<file path="src/rtl/adc_cal_pkg.sv">
`timescale 1ns/1ps
// Shared constants, state type and per-channel calibration data.
// Assumes sixteen channels; indices outside the table read as uncalibrated-free zeros.
package adc_cal_pkg;

    localparam int IDEAL_LO  = 2064;   // ideal code at the lower calibration point
    localparam int IDEAL_HI  = 3112;   // ideal code at the upper calibration point
    localparam int MILLI     = 1000;   // fixed-point scale of gain and gain error

    typedef enum logic [2:0] {
        ST_IDLE,
        ST_GERR,
        ST_GAIN,
        ST_INTER,
        ST_SCALE
    } cal_state_t;

    // Channels with no trim data: no offset or gain-error correction.
    function automatic logic chan_uncal(input int ch);
        return (ch == 11) || (ch == 12) || (ch == 13) || (ch == 15);
    endfunction

    // Expected millivolts at the lower ideal code.
    function automatic int chan_v_lo(input int ch);
        case (ch)
            0, 1, 3, 4, 5: return 630;
            2:             return 1260;
            6, 7:          return 2520;
            8:             return 3150;
            9:             return 5670;
            10:            return 3465;
            14:            return 3645;
            default:       return 0;
        endcase
    endfunction

    // Expected millivolts at the upper ideal code.
    function automatic int chan_v_hi(input int ch);
        case (ch)
            0, 1, 3, 4, 5: return 950;
            2:             return 1900;
            6, 7:          return 3800;
            8:             return 4750;
            9:             return 8550;
            10, 14:        return 5225;
            default:       return 0;
        endcase
    endfunction

endpackage

</file>
<file path="src/rtl/adc_seq_div.sv">
`timescale 1ns/1ps
// Signed radix-2 restoring divider.
// One quotient bit per cycle, DW cycles after start; the quotient truncates toward zero.
// Assumes den is nonzero and start is raised only while running is low.
module adc_seq_div #(
    parameter int DW = 32,
    localparam int CW = $clog2(DW + 1)
) (
    input  logic                 clk,
    input  logic                 rst_n,
    input  logic                 start,
    input  logic signed [DW-1:0] num,
    input  logic signed [DW-1:0] den,
    output logic                 running,
    output logic                 done,
    output logic signed [DW-1:0] quo
);

    logic [DW-1:0] q_sh;
    logic [DW-1:0] rem;
    logic [DW-1:0] d_mag;
    logic          neg;
    logic [CW-1:0] cnt;
    logic [DW:0]   trial;
    logic          fits;
    logic [DW-1:0] rem_nx;
    logic [DW-1:0] q_nx;

    // One restoring step: shift in the next dividend bit, subtract if it fits.
    always_comb begin
        trial  = {rem, q_sh[DW-1]};
        fits   = trial >= {1'b0, d_mag};
        rem_nx = fits ? DW'(trial - {1'b0, d_mag}) : trial[DW-1:0];
        q_nx   = {q_sh[DW-2:0], fits};
    end

    // Load operand magnitudes on start, iterate, apply the sign on the last step.
    always_ff @(posedge clk) begin
        if (!rst_n) begin
            running <= 1'b0;
            done    <= 1'b0;
            cnt     <= '0;
            q_sh    <= '0;
            rem     <= '0;
            d_mag   <= '0;
            neg     <= 1'b0;
            quo     <= '0;
        end else begin
            done <= 1'b0;
            if (start && !running) begin
                running <= 1'b1;
                cnt     <= CW'(DW);
                q_sh    <= num[DW-1] ? -num : num;
                d_mag   <= den[DW-1] ? -den : den;
                rem     <= '0;
                neg     <= num[DW-1] ^ den[DW-1];
            end else if (running) begin
                rem  <= rem_nx;
                q_sh <= q_nx;
                cnt  <= cnt - 1'b1;
                if (cnt == CW'(1)) begin
                    running <= 1'b0;
                    done    <= 1'b1;
                    quo     <= neg ? -signed'(q_nx) : signed'(q_nx);
                end
            end
        end
    end

    // the controller never restarts a division in flight
    a_r9_no_restart: assert property (@(posedge clk) disable iff (!rst_n)
        start |-> !running);
    // done is a single-cycle pulse
    a_r9_done_pulse: assert property (@(posedge clk) disable iff (!rst_n)
        done |=> !done);
    // never divide by zero
    a_r9_den_nonzero: assert property (@(posedge clk) disable iff (!rst_n)
        start |-> den != '0);

endmodule

</file>
<file path="src/rtl/adc_cal_store.sv">
`timescale 1ns/1ps
// Per-channel coefficient storage: gain error, gain, offset and a calibrated bit.
// Coefficient words are not reset; they are meaningful only when the calibrated bit is set.
module adc_cal_store #(
    parameter int NCH  = 16,
    parameter int DW   = 32,
    parameter int CH_W = $clog2(NCH)
) (
    input  logic                 clk,
    input  logic                 rst_n,
    input  logic                 we,
    input  logic [CH_W-1:0]      wr_ch,
    input  logic signed [DW-1:0] wr_k,
    input  logic signed [DW-1:0] wr_gain,
    input  logic signed [DW-1:0] wr_off,
    input  logic [CH_W-1:0]      rd_ch,
    output logic signed [DW-1:0] rd_k,
    output logic signed [DW-1:0] rd_gain,
    output logic signed [DW-1:0] rd_off,
    output logic                 rd_ok,
    output logic                 rd_uncal
);

    logic [NCH-1:0]       ok_q;
    logic [NCH-1:0]       uncal_mask;
    logic signed [DW-1:0] k_mem    [NCH];
    logic signed [DW-1:0] gain_mem [NCH];
    logic signed [DW-1:0] off_mem  [NCH];

    // Fixed mask of channels that carry no trim data.
    for (genvar i = 0; i < NCH; i++) begin : g_mask
        assign uncal_mask[i] = adc_cal_pkg::chan_uncal(i);
    end

    // Calibrated flags: cleared by reset, set by a coefficient write.
    always_ff @(posedge clk) begin
        if (!rst_n) ok_q <= '0;
        else if (we) ok_q[wr_ch] <= 1'b1;
    end

    // Coefficient words for the channel being written.
    always_ff @(posedge clk) begin
        if (we) begin
            k_mem[wr_ch]    <= wr_k;
            gain_mem[wr_ch] <= wr_gain;
            off_mem[wr_ch]  <= wr_off;
        end
    end

    assign rd_k     = k_mem[rd_ch];
    assign rd_gain  = gain_mem[rd_ch];
    assign rd_off   = off_mem[rd_ch];
    assign rd_ok    = ok_q[rd_ch];
    assign rd_uncal = uncal_mask[rd_ch];

    // channels without trim data never receive coefficients
    a_r5_no_uncal_write: assert property (@(posedge clk) disable iff (!rst_n)
        we |-> !uncal_mask[wr_ch]);

endmodule

</file>
<file path="src/rtl/adc_cal_corrector.sv">
`timescale 1ns/1ps
// Two-point calibration corrector: derives per-channel coefficients from trims and
// converts raw codes to millivolts with one shared sequential divider.
// Assumes callers hold requests only while busy is low; requests seen while busy are dropped.
module adc_cal_corrector #(
    parameter int NCH        = 16,
    parameter int RAW_W      = 12,
    parameter int TRIM_W     = 8,
    parameter int DW         = 32,
    parameter int UNCAL_GAIN = 1000,
    localparam int CH_W      = $clog2(NCH)
) (
    input  logic                     clk,
    input  logic                     rst_n,
    input  logic                     cal_valid,
    input  logic [CH_W-1:0]          cal_ch,
    input  logic signed [TRIM_W-1:0] cal_lo_trim,
    input  logic signed [TRIM_W-1:0] cal_hi_trim,
    output logic                     cal_done,
    input  logic                     conv_valid,
    input  logic [CH_W-1:0]          conv_ch,
    input  logic [RAW_W-1:0]         conv_raw,
    output logic                     busy,
    output logic                     out_valid,
    output logic signed [DW-1:0]     out_mv,
    output logic                     out_mismatch,
    output logic                     out_not_cal
);
    import adc_cal_pkg::*;

    localparam logic signed [DW-1:0] K_ONE  = DW'(MILLI);
    localparam logic signed [DW-1:0] X_LO   = DW'(IDEAL_LO);
    localparam logic signed [DW-1:0] X_SPAN = DW'(IDEAL_HI - IDEAL_LO);
    localparam logic signed [DW-1:0] U_GAIN = DW'(UNCAL_GAIN);

    cal_state_t           state;
    logic [CH_W-1:0]      cur_ch;
    logic signed [DW-1:0] lo_trim_q;
    logic signed [DW-1:0] k_q;

    logic                 dv_start, dv_running, dv_done;
    logic signed [DW-1:0] dv_num, dv_den, dv_quo;

    logic                 st_we;
    logic signed [DW-1:0] st_off;
    logic [CH_W-1:0]      rd_ch;
    logic signed [DW-1:0] rd_k, rd_gain, rd_off;
    logic                 rd_ok, rd_uncal;

    logic                 cal_uncal;
    logic signed [DW-1:0] raw_s;
    logic signed [DW-1:0] v_span;

    assign busy      = (state != ST_IDLE);
    assign cal_uncal = chan_uncal(int'(cal_ch));
    assign raw_s     = signed'(DW'(conv_raw));
    assign v_span    = DW'(chan_v_hi(int'(cur_ch)) - chan_v_lo(int'(cur_ch)));
    assign rd_ch     = (state == ST_IDLE) ? conv_ch : cur_ch;
    assign st_we     = (state == ST_GAIN) && dv_done;
    assign st_off    = lo_trim_q * K_ONE - (k_q - K_ONE) * X_LO;

    adc_seq_div #(.DW(DW)) u_div (
        .clk     (clk),
        .rst_n   (rst_n),
        .start   (dv_start),
        .num     (dv_num),
        .den     (dv_den),
        .running (dv_running),
        .done    (dv_done),
        .quo     (dv_quo)
    );

    adc_cal_store #(.NCH(NCH), .DW(DW), .CH_W(CH_W)) u_store (
        .clk      (clk),
        .rst_n    (rst_n),
        .we       (st_we),
        .wr_ch    (cur_ch),
        .wr_k     (k_q),
        .wr_gain  (dv_quo),
        .wr_off   (st_off),
        .rd_ch    (rd_ch),
        .rd_k     (rd_k),
        .rd_gain  (rd_gain),
        .rd_off   (rd_off),
        .rd_ok    (rd_ok),
        .rd_uncal (rd_uncal)
    );

    // Choose the next division and its operands for the current step.
    always_comb begin
        dv_start = 1'b0;
        dv_num   = '0;
        dv_den   = K_ONE;
        case (state)
            ST_IDLE: begin
                if (cal_valid) begin
                    if (!cal_uncal) begin
                        dv_start = 1'b1;
                        dv_num   = K_ONE * (DW'(cal_hi_trim) - DW'(cal_lo_trim));
                        dv_den   = X_SPAN;
                    end
                end else if (conv_valid) begin
                    if (rd_uncal) begin
                        dv_start = 1'b1;
                        dv_num   = raw_s * U_GAIN;
                        dv_den   = K_ONE;
                    end else if (rd_ok) begin
                        dv_start = 1'b1;
                        dv_num   = raw_s * K_ONE - rd_off;
                        dv_den   = rd_k;
                    end
                end
            end
            ST_GERR: begin
                if (dv_done) begin
                    dv_start = 1'b1;
                    dv_num   = v_span * K_ONE;
                    dv_den   = X_SPAN;
                end
            end
            ST_INTER: begin
                if (dv_done && !dv_quo[DW-1]) begin
                    dv_start = 1'b1;
                    dv_num   = dv_quo * rd_gain;
                    dv_den   = K_ONE;
                end
            end
            default: ;
        endcase
    end

    // Sequence requests through the divider and register results and flags.
    always_ff @(posedge clk) begin
        if (!rst_n) begin
            state        <= ST_IDLE;
            cur_ch       <= '0;
            lo_trim_q    <= '0;
            k_q          <= '0;
            cal_done     <= 1'b0;
            out_valid    <= 1'b0;
            out_mv       <= '0;
            out_mismatch <= 1'b0;
            out_not_cal  <= 1'b0;
        end else begin
            cal_done  <= 1'b0;
            out_valid <= 1'b0;
            case (state)
                ST_IDLE: begin
                    if (cal_valid) begin
                        cur_ch <= cal_ch;
                        if (cal_uncal) begin
                            cal_done <= 1'b1;
                        end else begin
                            lo_trim_q <= DW'(cal_lo_trim);
                            state     <= ST_GERR;
                        end
                    end else if (conv_valid) begin
                        cur_ch <= conv_ch;
                        if (rd_uncal) begin
                            state <= ST_SCALE;
                        end else if (rd_ok) begin
                            state <= ST_INTER;
                        end else begin
                            out_valid    <= 1'b1;
                            out_mv       <= raw_s;
                            out_mismatch <= 1'b0;
                            out_not_cal  <= 1'b1;
                        end
                    end
                end
                ST_GERR: begin
                    if (dv_done) begin
                        k_q   <= K_ONE + dv_quo;
                        state <= ST_GAIN;
                    end
                end
                ST_GAIN: begin
                    if (dv_done) begin
                        cal_done <= 1'b1;
                        state    <= ST_IDLE;
                    end
                end
                ST_INTER: begin
                    if (dv_done) begin
                        if (dv_quo[DW-1]) begin
                            out_valid    <= 1'b1;
                            out_mv       <= '0;
                            out_mismatch <= 1'b1;
                            out_not_cal  <= 1'b0;
                            state        <= ST_IDLE;
                        end else begin
                            state <= ST_SCALE;
                        end
                    end
                end
                ST_SCALE: begin
                    if (dv_done) begin
                        out_valid    <= 1'b1;
                        out_mv       <= dv_quo;
                        out_mismatch <= 1'b0;
                        out_not_cal  <= 1'b0;
                        state        <= ST_IDLE;
                    end
                end
                default: state <= ST_IDLE;
            endcase
        end
    end

    // a result is never delivered while the block still reports busy
    a_r7_idle_on_result: assert property (@(posedge clk) disable iff (!rst_n)
        (out_valid || cal_done) |-> !busy);
    // conversion and calibration results never coincide
    a_r7_one_event: assert property (@(posedge clk) disable iff (!rst_n)
        !(out_valid && cal_done));
    // busy only rises on an accepted request
    a_r8_rise_on_request: assert property (@(posedge clk) disable iff (!rst_n)
        $rose(busy) |-> $past(cal_valid || conv_valid));
    // a mismatch result always carries zero
    a_r4_mismatch_zero: assert property (@(posedge clk) disable iff (!rst_n)
        (out_valid && out_mismatch) |-> (out_mv == '0));
    // the not-calibrated answer comes straight from an idle acceptance
    a_r6_notcal_direct: assert property (@(posedge clk) disable iff (!rst_n)
        (out_valid && out_not_cal) |-> ($past(conv_valid) && !out_mismatch));
    // the divider only runs while an operation is in flight
    a_r9_div_in_flight: assert property (@(posedge clk) disable iff (!rst_n)
        dv_running |-> busy);

endmodule

</file>
<file path="config.mk">
export PLATFORM = sky130hd
export DESIGN_NAME = adc_cal_corrector
export DESIGN_NICKNAME = d
export VERILOG_FILES = /design/src/rtl/adc_cal_pkg.sv /design/src/rtl/adc_seq_div.sv /design/src/rtl/adc_cal_store.sv /design/src/rtl/adc_cal_corrector.sv
export SDC_FILE = /design/constraint.sdc
export NUM_CORES = 2
export LEC_CHECK = 0
export ABC_AREA = 0
export BUFFER_PORTS_ARGS = -buffer_cell sky130_fd_sc_hd__clkbuf_2
export CORE_UTILIZATION = 65
export CTS_BUF_LIST = sky130_fd_sc_hd__clkbuf_4 sky130_fd_sc_hd__clkbuf_8
export CTS_CLUSTER_DIAMETER = 150
export DETAILED_ROUTE_END_ITERATION = 10
export GPL_TIMING_DRIVEN = 0
export PLACE_DENSITY = 0.81
export SETUP_SLACK_MARGIN = 0.05
export SYNTH_ARGS = -nofsm -noshare
export SYNTH_HDL_FRONTEND = slang
export SYNTH_SLANG_ARGS = --single-unit
</file>
<file path="constraint.sdc">
create_clock -name clk -period 21.6 [get_ports clk]
set_input_delay 4.32 -clock clk [delete_from_list [all_inputs] [get_ports clk]]
set_output_delay 4.32 -clock clk [all_outputs]
set_load 0.03 [all_outputs]
</file>
==> impl_summary.txt <==
----------------------------------------------------
[Run status]
  Status ... complete, but fails checks
  Violations in the final reports ... capacitance limit, slew limit

[Setup path]
  Worst Path Max Fanout ... 11
  Cell occurring most often along the worst timing path ... fa_1
  Setup crit start ... conv_ch[3]
  Beginning of the worst register-to-register path ... state[0]$_SDFFE_PN0P_
  Setup Crit Path Kind ... primary input to flip-flop
  Top delay family on crit path ... buffers and inverters
  Slowest Stage Delay on Critical Path ... 1.15 ns
  Slowest cell on the critical path ... clkbuf_1
  Launching element type of the critical path ... primary input
  Element type at the critical path end ... flip-flop
  Req. time, crit path ... 22.46 ns
  Arr. time, crit path ... 20.82 ns
  Crit path buf inv count ... 17

[Placed design]
  Gpl congestion ... 1.03
  Half-perimeter wire length after placement ... 255,000 um
  Number of buffers inserted by port buffering ... 75

[Route]
  Total vias in the final route ... 81,384
  Drt initial violations ... 12,518
  Routed wire length per instance ... 28.7 um
  DRC violation count after routing ... 0
  Total Routed Length ... 352,000 um
  Mean number of vias per cell ... 6.63
  Detailed-router iteration count before antenna repair ... 7
  Count of antenna-violating nets left after detailed routing ... 0

[STA]
  Layout Skew ... 0.0618 ns
  Setup tns final ... 0 ns
  Transition at the pin with the smallest max-transition slack ... 1.66 ns
  Time the worst path needs with I/O delays and setup ... 19.96 ns
  RSZ-0062 raised after global routing ... false
  Max-slew violation count ... 74
  Headroom to the max-slew limit ... -10.9%
  Period utilisation layout ... 92.4%
  Highest attainable clock frequency ... 50.1 MHz
  Count of endpoints failing hold in the final timing report ... 0
  Setup-violating endpoint count in the final report ... 0

[Clock network]
  Root buffer selected by CTS ... clkbuf_8
  Worst-skew pair later-pin latency ... 1.03 ns
  Bufs on Longest Clock Path ... 4
  Htree depth ... 5
  Post-cts gate resize count ... 0
  CTS sink cnt ... 1,724
  Clock tree from TritonCTS ... yes
  Clk slew on worst S/H paths ... 0.07 ns
  Count of hold-fix buffers inserted at cts ... 0
  Post-CTS Setup Inserts ... 0
  Clock buffer count from CTS ... 295

[Synth]
  Biggest area consumer among synthesized cells ... edfxtp_1
  Share of the yosys chip area belonging to registers ... 47.9%
  Top post-synthesis cells by area ... edfxtp_1, fa_1, ha_1
  Cell with the most instances after synthesis ... nand2_1
  Number of distinct library cells after synthesis ... 92
  Total of warnings raised by yosys ... 0
  Mean cell area of the mapped netlist ... 10.8 sq um
  Netlist area before placement ... 0.103 sq mm
  Most common flop cell mapped by yosys ... edfxtp_1
  Flop and latch count out of synthesis ... 1,724
  Syn Inst Count ... 9,502
  Post-synthesis async set-or-reset flop share ... 0%
  Top cells by count, synth ... nand2_1, edfxtp_1, inv_1
  Number of enable-type register cells in the synthesized netlist ... 1,468
  Synthesized Nets ... 10,639
  Share of Yosys cell area claimed by the top area cell type ... 42.9%

[Global route]
  Leftover overflow at the end of global routing ... 0
  Pin count of the biggest net entering global routing ... 26
  Via count of the first global-routing pass ... 80,125
  Antenna violations before repair ... 18
  Global Route Usage Sum ... 44.0%
  First-pass GRT wire length ... 509,000 um

[Finish]
  # nets final ... 11,132
  Fraction of final layout cells with drive strength greater than 1 ... 9.52%
  Multi-input combinational cell area ... 0.0480 sq mm
  Fill cell instance count of the final layout ... 10,803
  Register cell area after layout ... 0.0492 sq mm
  Layout-stage area growth over the synthesis result ... 10.4%

[Run]
  Count of max-cap constraint violations ... 8

[Die]
  I/O pins ... 77
  Initial Util ... 65.6%
  Die X-Extent ... 399 um
  Core Rows ... 145
  Area of the die ... 0.160 sq mm
  Vertical die dimension ... 399 um
  CORE AREA ... 0.157 sq mm

[Hold path]
  Worst Hold Class ... flip-flop to flip-flop
  Hold path startpoint ... u_div.d_mag[6]$_SDFFE_PN0P_

----------------------------------------------------
==> cell families after synthesis <==
group	share of synthesized area, %
adder cells (fa/ha/maj)	17.7
AND/OR/NAND/NOR	14.4
AO/OA/AOI/OAI	9.46
buffers and inverters	5.54
XOR/XNOR	3.32
multiplexers	1.66
flip-flops	47.9
==> per-stage QoR <==
step / hold slack [ns] / instances / utilization (%) / setup slack, ns / cell area (sq um)
after global routing: 0.469 / 12265 / 72.4 / 1.73 / 113000
final: 0.453 / 12273 / 72.4 / 1.64 / 113000
after CTS: 0.452 / 12256 / 72.3 / 2.22 / 113000
after global placement: 0.445 / 11635 / 67.5 / 1.42 / 106000
after floorplan: 0.432 / 9502 / - / 6.90 / 103000
after detailed placement: 0.444 / 11753 / 68.7 / 1.24 / 108000
==> path summary, 6_finish.rpt <==
kind              slack [ns]                           to  depth (start not counted)
hold reg to reg         0.45  u_div.d_mag[6]$_SDFFE_PN0P_                          2
hold / removal          0.45  u_div.d_mag[6]$_SDFFE_PN0P_                          2
setup reg to reg        4.57  u_div.q_sh[30]$_SDFFE_PN0P_                         45
setup / recovery        1.64  u_div.q_sh[30]$_SDFFE_PN0P_                         45
==> layout make-up <==
class	instances	share of cell area (%)
Antenna cell	14	0.0309
Clock buffer	412	4.48
Buffer	499	1.95
Timing Repair Buffer	196	1.99
Inverter	927	3.07
Sequential cell	1724	43.4
Multi-Input combinational cell	6352	42.3
Tap cell	2058	2.27
Clock inverter	91	0.466
==> registers in the layout (all words and copies together), names as in the netlist, 16 cells and up, named ones only <==
| signal | count |
|---|---|
| u_store.gain_mem | 512 |
| u_div.q_sh | 32 |
| out_mv | 32 |
| u_div.quo | 32 |
| k_q | 32 |
| u_div.rem | 32 |
| u_store.k_mem | 492 |
| u_store.ok_q | 16 |
| u_store.off_mem | 464 |
| u_div.d_mag | 32 |
==> cell usage in the layout, fill, tap and decap left out, types with 95 or more instances in the layout <==
cell,count
buf_2,134
nand3_1,474
clkbuf_4,96
clkbuf_8,318
clkbuf_1,291
fa_1,588
mux2i_1,129
o21ai_0,208
and2_1,95
a211oi_1,177
nand2b_1,100
xor2_1,126
dfxtp_1,252
nor2_1,555
inv_1,921
nand2_1,1599
a21oi_1,287
edfxtp_1,1468
xnor2_1,228
ha_1,509
and3_1,184
a311oi_1,175
nor3_1,95
==> layer usage <==
metal  GRT usage [%]  share of wire (%)  vias to the layer above  wire (um)
met5               0              0.026                        -         91
met4            30.7                8.2                       12      28900
met3            14.0                 15                     1589      52100
met2            65.1                 43                     6737     152000
met1            55.0                 34                    39009     119000
li1                -                  -                    34037          -
==> worst reg2reg max path: cells and delay by family (launching register included) <==
kind | cells | cell delay (ns)
xor gates and xnor gates | 2 | 0.51
AOI/OAI and AO/OA | 10 | 2.75
adders and majority gates | 9 | 3.86
DFF | 1 | 0.31
buffers and inverters | 17 | 6.67
and+or+nand+nor | 7 | 2.80
Power is not shown: default switching activity piles up to over one toggle a cycle in this logic, so the estimate is an artifact.
